`config.mk`:
```
export PLATFORM = sky130hd
export DESIGN_NAME = ide_irq_gate
export DESIGN_NICKNAME = d
export VERILOG_FILES = /design/src/rtl/ide_gate_pkg.sv /design/src/rtl/ide_gate_ctrl.sv /design/src/rtl/ide_gate_dp.sv /design/src/rtl/ide_irq_gate.sv
export SDC_FILE = /design/constraint.sdc
export NUM_CORES = 1
export LEC_CHECK = 0
export BUFFER_PORTS_ARGS = -buffer_cell sky130_fd_sc_hd__buf_2
export CORE_MARGIN = 3
export CORE_UTILIZATION = 39
export CTS_CLUSTER_DIAMETER = 80
export DETAILED_ROUTE_END_ITERATION = 8
export GPL_ROUTABILITY_DRIVEN = 0
export PLACE_DENSITY = 0.74
export SYNTH_ARGS = -nofsm -noshare
export SYNTH_HDL_FRONTEND = slang
export SYNTH_SLANG_ARGS = --single-unit
```
`constraint.sdc`:
```
create_clock -name clk -period 2.2 [get_ports clk]
set_clock_uncertainty 0.15 [all_clocks]
set_input_delay 0.22 -clock clk [delete_from_list [all_inputs] [get_ports clk]]
set_output_delay 0.22 -clock clk [all_outputs]
set_load 0.05 [all_outputs]
```
`src/rtl/ide_gate_pkg.sv`:
```
package ide_gate_pkg;
  localparam int NCH = 2;
  localparam int ID_BITS = 4;
  localparam int unsigned SEL_ADDR = 32'h0000;
  localparam int unsigned GATE_ADDR [NCH] = '{32'h2200, 32'h3200};
  localparam int unsigned STAT_ADDR [NCH] = '{32'h2290, 32'h3290};
  localparam int unsigned ID_BASE = 32'h2280;
  localparam int unsigned ID_STRIDE = 4;

  typedef enum logic [1:0] {SRC_NONE, SRC_STAT, SRC_SEL, SRC_ID} rdSrc_e;

  typedef struct packed {
    logic [NCH-1:0] gateSet;
    logic [NCH-1:0] gateClr;
    logic           selWr;
    rdSrc_e         rdSrc;
    logic           statIdx;
    logic [1:0]     idIdx;
  } gateStrobe_t;
endpackage

```
`src/rtl/ide_gate_ctrl.sv`:
```
module ide_gate_ctrl
  import ide_gate_pkg::*;
#(
  parameter int ADDR_W = 14
) (
  input  logic [ADDR_W-1:0] busAddr,
  input  logic              busRd,
  input  logic              busWr,
  output gateStrobe_t       strb
);
  always_comb begin
    strb = '0;
    strb.rdSrc = SRC_NONE;
    for (int c = 0; c < NCH; c++) begin
      if (busAddr == ADDR_W'(GATE_ADDR[c])) begin
        strb.gateSet[c] = busWr;
        strb.gateClr[c] = busRd && !busWr;
      end
      if (busRd && busAddr == ADDR_W'(STAT_ADDR[c])) begin
        strb.rdSrc = SRC_STAT;
        strb.statIdx = 1'(c);
      end
    end
    for (int i = 0; i < ID_BITS; i++) begin
      if (busRd && busAddr == ADDR_W'(ID_BASE + ID_STRIDE * i)) begin
        strb.rdSrc = SRC_ID;
        strb.idIdx = 2'(i);
      end
    end
    if (busAddr == ADDR_W'(SEL_ADDR)) begin
      strb.selWr = busWr;
      if (busRd) strb.rdSrc = SRC_SEL;
    end
  end
endmodule

```
`src/rtl/ide_gate_dp.sv`:
```
module ide_gate_dp
  import ide_gate_pkg::*;
#(
  parameter logic [ID_BITS-1:0] BOARD_ID = 4'd3
) (
  input  logic           clk,
  input  logic           rstN,
  input  gateStrobe_t    strb,
  input  logic [7:0]     busWdata,
  input  logic [NCH-1:0] driveIrq,
  output logic [7:0]     busRdata,
  output logic [NCH-1:0] chanEn,
  output logic           cardIrq,
  output logic           chanSel,
  output logic           regionEn
);
  localparam int SEL_CH_BIT = 0;
  localparam int SEL_REGION_BIT = 5;

  logic [NCH-1:0] chanPend;
  logic [7:0]     selByte;

  for (genvar c = 0; c < NCH; c++) begin : gChan
    logic [1:0] syncQ;
    always_ff @(posedge clk) begin
      if (!rstN) begin
        syncQ <= '0;
        chanEn[c] <= 1'b0;
      end else begin
        syncQ <= {syncQ[0], driveIrq[c]};
        if (strb.gateSet[c]) chanEn[c] <= 1'b1;
        else if (strb.gateClr[c]) chanEn[c] <= 1'b0;
      end
    end
    assign chanPend[c] = syncQ[1] & chanEn[c];
  end

  always_ff @(posedge clk) begin
    if (!rstN) selByte <= '0;
    else if (strb.selWr) selByte <= busWdata;
  end

  always_ff @(posedge clk) begin
    if (!rstN) busRdata <= '0;
    else begin
      unique case (strb.rdSrc)
        SRC_STAT: busRdata <= {7'b0, chanPend[strb.statIdx]};
        SRC_SEL:  busRdata <= selByte;
        SRC_ID:   busRdata <= {7'b0, BOARD_ID[strb.idIdx]};
        default:  busRdata <= 8'h00;
      endcase
    end
  end

  assign cardIrq  = |chanPend;
  assign chanSel  = selByte[SEL_CH_BIT];
  assign regionEn = selByte[SEL_REGION_BIT];
endmodule

```
`src/rtl/ide_irq_gate.sv`:
```
module ide_irq_gate
  import ide_gate_pkg::*;
#(
  parameter int ADDR_W = 14,
  parameter logic [ID_BITS-1:0] BOARD_ID = 4'd3
) (
  input  logic              clk,
  input  logic              rstN,
  input  logic [ADDR_W-1:0] busAddr,
  input  logic              busRd,
  input  logic              busWr,
  input  logic [7:0]        busWdata,
  output logic [7:0]        busRdata,
  input  logic [NCH-1:0]    driveIrq,
  output logic              cardIrq,
  output logic              chanSel,
  output logic              regionEn
);
  gateStrobe_t    strb;
  logic [NCH-1:0] chanEn;

  ide_gate_ctrl #(.ADDR_W(ADDR_W)) uCtrl (
    .busAddr(busAddr), .busRd(busRd), .busWr(busWr), .strb(strb)
  );

  ide_gate_dp #(.BOARD_ID(BOARD_ID)) uDp (
    .clk(clk), .rstN(rstN), .strb(strb), .busWdata(busWdata),
    .driveIrq(driveIrq), .busRdata(busRdata), .chanEn(chanEn),
    .cardIrq(cardIrq), .chanSel(chanSel), .regionEn(regionEn)
  );
endmodule

```
# Word-level counts from Yosys, hierarchy flattened

Index checks and enable logic that the tools add are counted.

Output and inout port bits: 11
Bits in registers: 22
Logic and storage cells: 57
Input bits: 28

Muxes and demuxes: 24
Magnitude comparators: 2
Bitwise gates (word level): 2
Reductions and logical operators: 12
Eq/ne operators: 11

Operators with widths:

| operator                                           | count |
|---|---|
| == test 14 bit, second input constant              | 8 |
| one-hot mux 8 bit (3 select lines)                 | 1 |
| two-way mux 2 bit                                  | 9 |
| logical NOT 14 bit                                 | 1 |
| two-way mux 1 bit                                  | 12 |
| logical AND 1 bit                                  | 7 |
| == test 2 bit, second input constant               | 2 |
| nonzero test 2 bit                                 | 2 |
| < comparator 2 x 3 -> 1 bit, second input constant | 1 |
| two-way mux 3 bit                                  | 1 |
| bitwise AND 1 bit                                  | 2 |
| binary-select mux 1 bit (select 2 bit)             | 1 |
| == test 2 x 1 -> 1 bit, second input constant      | 1 |
| < comparator 1 x 2 -> 1 bit, second input constant | 1 |
| OR reduction 2 bit                                 | 1 |
| logical NOT 1 bit                                  | 1 |

# Longest topological paths before layout

Depth in word-level cells: 12
Gate-level depth with buffers: 6
Depth with buffers taken out: 5

# Hierarchy

A second synthesis with hierarchy kept.

Cells, all modules: 95
Area total of the unflattened synthesis: 942.2 um2

By module, submodules not included:

| module        | sequential area each (um2) | area each (um2) | instances | cells an instance |
|---|---|---|---|---|
| ide_gate_dp   | 440.4                      | 748.2           | 1         | 66 |
| ide_gate_ctrl | 0.0                        | 193.9           | 1         | 29 |

# Least setup slack after synthesis

Ideal clock, no wire load.

Path kind: input-to-reg
Start point: input port busAddr[1]
End point: register uDp.busRdata[0]
Stages: 5
Setup time: 0.088 ns
Path buffers: 0
Arrival time: 1.728 ns
Data required time: 1.962 ns
Setup slack: 0.234 ns
Cells stage by stage: or4_4 > nor4_1 > mux2_2 > a21o_1 > a311oi_2

Longest elaborated chain between the ends: 12
Elaborated cells on any way between the ends: 32
Classes of those cells: eq/ne (9); mux (16); reduce/logical (7)

RTL lines:

| what                                                           | line                | source |
|---|---|---|
| from (decl)                                                    | ide_irq_gate.sv:9   | `input logic [ADDR_W-1:0] busAddr,` |
| == test 14 bit                                                 | ide_gate_ctrl.sv:19 | `if (busRd && busAddr == ADDR_W'(STAT_ADDR[c])) begin` |
| logical AND 1 bit                                              | ide_gate_ctrl.sv:19 |  |
| two-way mux 2 bit (2 in a row)                                 | ide_gate_ctrl.sv:19 |  |
| two-way mux 2 bit (4 in a row)                                 | ide_gate_ctrl.sv:25 | `if (busRd && busAddr == ADDR_W'(ID_BASE + ID_STRIDE * i)) begin` |
| two-way mux 2 bit                                              | ide_gate_ctrl.sv:32 | `if (busRd) strb.rdSrc = SRC_SEL;` |
| two-way mux 3 bit                                              | ide_gate_ctrl.sv:30 | `if (busAddr == ADDR_W'(SEL_ADDR)) begin` |
| == test 2 bit / == test 2 x 1 -> 1 bit (equally long branches) | ide_gate_dp.sv:46   | `unique case (strb.rdSrc)` |
| one-hot mux 8 bit (3 select lines) *                           | ide_gate_dp.sv:46   |  |
| to (signal assigned)                                           | ide_gate_dp.sv:47   | `SRC_STAT: busRdata <= {7'b0, chanPend[strb.statIdx]};` |
| to (signal assigned)                                           | ide_gate_dp.sv:48   | `SRC_SEL: busRdata <= selByte;` |
| to (signal assigned)                                           | ide_gate_dp.sv:49   | `SRC_ID: busRdata <= {7'b0, BOARD_ID[strb.idIdx]};` |
| to (decl)                                                      | ide_gate_dp.sv:11   | `output logic [7:0] busRdata,` |

Mark *: on every way between the ends. The rest lies on a longest branch, timed or not. The select of a mux whose other input is x is not followed.
A chain may end at the register's enable or synchronous reset.

# Worst setup path in the final report

Ends and elaborated chain as after synthesis.

==> results.json <==
{
  "status": "finished, final reports clean",
  "fillers": 207,
  "crit_slowest_cell": "or4_4",
  "drt-pass1-iter-count": 4,
  "antenna_found_initial": 0,
  "clk_pin_slew_worst_paths_ns": 0.11,
  "grt_max_degree": 13,
  "drt_wl_total_um": 2000,
  "start_util": 0.434,
  "grt_util_all_layers": 0.151,
  "syn_area_per_cell_sq_um": 10.2,
  "grt_first_pass_wirelength_um": 3010,
  "final_util": 0.596,
  "synth_edf_count": 0,
  "yosys_warnings": 0,
  "worstPathArrival_ns": 1.88,
  "syn_area_sq_um": 896,
  "place.port_buffers": 38,
  "powerDensity_nw_per_um2": 552,
  "ios": 39,
  "diodes": 0,
  "fin_crit_ns": 1.80,
  "rows": 16,
  "seqCellArea_sq_um": 440,
  "clk_path_buf_depth": 2,
  "maxSlewHeadroom": 0.745,
  "fin_total_pwr_uw": 679,
  "synth_flop_cell": "dfxtp_1",
  "die_w_um": 53.9,
  "nets": 165,
  "hold_path_class": "in -> reg",
  "ctsHtreeMaxLevel": 1,
  "cts_buffers": 3,
  "vdd_ir_drop_max_uv": 423,
  "cts_root_buf": "clkbuf_4",
  "cts_resized": 0,
  "setup_violations": 0,
  "grt_pass1_vias": 738,
  "synth_seq_cells": 22,
  "worstSkewPairLatency_ns": 0.30,
  "drtIter0Drc": 11,
  "synthCells": 88,
  "drv_cap": 0,
  "max_freq_mhz": 555,
  "crit_buf_inv": 1,
  "cts_tree": "yes",
  "hpwl_um": 1510,
  "tns_ns": 0,
  "wl_per_cell_um": 12.3,
  "overflow": 0,
  "tightest_slew_ns": 0.380,
  "detail-route-antenna-nets": 0,
  "max_stage_delay_ns": 0.56,
  "vias": 805,
  "syn_to_final_growth_pct": 37.2,
  "drive_gt1_frac": 0.441,
  "rsz0062_at_grt": "false",
  "clkSinkCount": 22,
  "core_region_area_sq_um": 2060,
  "crit_path_max_fanout": 3,
  "p_leak_nw": 0.618,
  "synthesis.nets": 116,
  "crit_type": "in -> reg",
  "start_kind": "input pin",
  "die_h_um": 53.9,
  "crit_family": "simple AND/OR/NAND/NOR gates",
  "ys_types": 26,
  "async_reset_ff_frac": 0,
  "drc": 0,
  "ys_seq_area_frac": 0.492,
  "hold_viol_final": 0,
  "required_ns": 2.28,
  "multi_input_area_sq_um": 437,
  "die_area_sq_um": 2910,
  "worstPathCellList": "buf_2 > or4_4 > nor4_1 > mux2_2 > a21o_1 > a311oi_2",
  "slew_viol_final": 0,
  "period_share": 0.819,
  "avgViaCountPerCell": 4.94,
  "end_kind": "register"
}
sequential cells by signal, summed over array words and instances, names as in the netlist:
name and count:
uDp.gChan.syncQ 4, uDp.busRdata 8, uDp.chanEn 2, uDp.selByte 8
per-stage QoR:
stage | std cells | instance area (sq um) | worst slack (ns) | hold slack, ns
global route | 163 | 1230 | 0.342 | 0.0302
floorplan | 88 | 896 | 0.234 | 0.192
finish | 163 | 1230 | 0.399 | 0.00748
global placement | 151 | 1110 | 0.0970 | 0.265
detailed placement | 151 | 1110 | 0.0758 | 0.271
CTS | 163 | 1230 | 0.391 | 0.00219
timing repair:
| item | CTS | global route |
|---|---|---|
| setup endpoints to repair | 0 | 0 |
| setup buffers | 0 | 0 |
| hold endpoints to repair | 8 | 0 |
| hold buffers | 8 | 0 |
area by class of cell:
class	count	share of cell area
sequential	22	0.358
clock buffer	4	0.0295
multi-input combinational	62	0.355
timing repair buffer	47	0.226
inverter	1	0.00305
tap	27	0.0275
final timing paths:
kind / startpoint / end / slack [ns] / cells past startpoint
worst max-delay path: busAddr[1] / uDp.busRdata[0]$_SDFF_PN0_ / 0.40 / 6
worst min-delay path: busWdata[5] / uDp.selByte[5]$_SDFFE_PN0P_ / 0.007 / 3
worst max register to register: uDp.chanEn[0]$_SDFFE_PN0P_ / uDp.busRdata[0]$_SDFF_PN0_ / 0.94 / 4
worst min register to register: uDp.gChan[0].syncQ[0]$_SDFF_PN0_ / uDp.gChan[0].syncQ[1]$_SDFF_PN0_ / 0.29 / 1
tightest hold or removal path: stages:
cell and delay (ns):
buf_2 0.07, mux2i_1 0.05, nor2_1 0.09
cell usage in the layout, fill, tap and decap left out, drive strengths merged, types with 2 or more instances in the layout:
cell type	Yosys	layout
nor4	2	2
a21oi	2	2
nand4	6	6
nor2	13	13
dfxtp	22	22
nand2	7	7
and2	5	5
mux2i	8	8
buf	1	39
and3	7	7
or4	2	2
dlygate4sd3	0	8
clkbuf	2	4
synth_stat cells (all sizes together) (2+ instances only):
master | number | share of area
dfxtp | 22 | 0.49
nor2 | 13 | 0.071
mux2i | 8 | 0.089
and3 | 7 | 0.059
nand2 | 7 | 0.032
nand4 | 6 | 0.049
and2 | 5 | 0.035
a21oi | 2 | 0.011
clkbuf | 2 | 0.0084
nor4 | 2 | 0.014
or4 | 2 | 0.025
cell families (layout without fill, tap and decap cells):
logic type,count (synthesis),in the layout,synth area share
and+or+nand+nor,47,47,0.330
DFF,22,22,0.492
muxes,9,9,0.102
AOI/OAI and AO/OA,6,6,0.0559
buffers and inverters,4,52,0.0210
metal layers:
layer	global-route usage	routed length, um	vias up
met5	0	0	-
li1	-	-	411
met1	0.152	794	357
met4	0.128	62	0
met3	0.0222	174	4
met2	0.270	972	33
report_power, final:
part / switching (mW) / leakage (nW) / internal, mW
registers: 0.000656 / 0.178 / 0.402
logic: 0.0260 / 0.419 / 0.0335
clock network: 0.116 / 0.0210 / 0.101
Power figures use the tool's default switching activity.
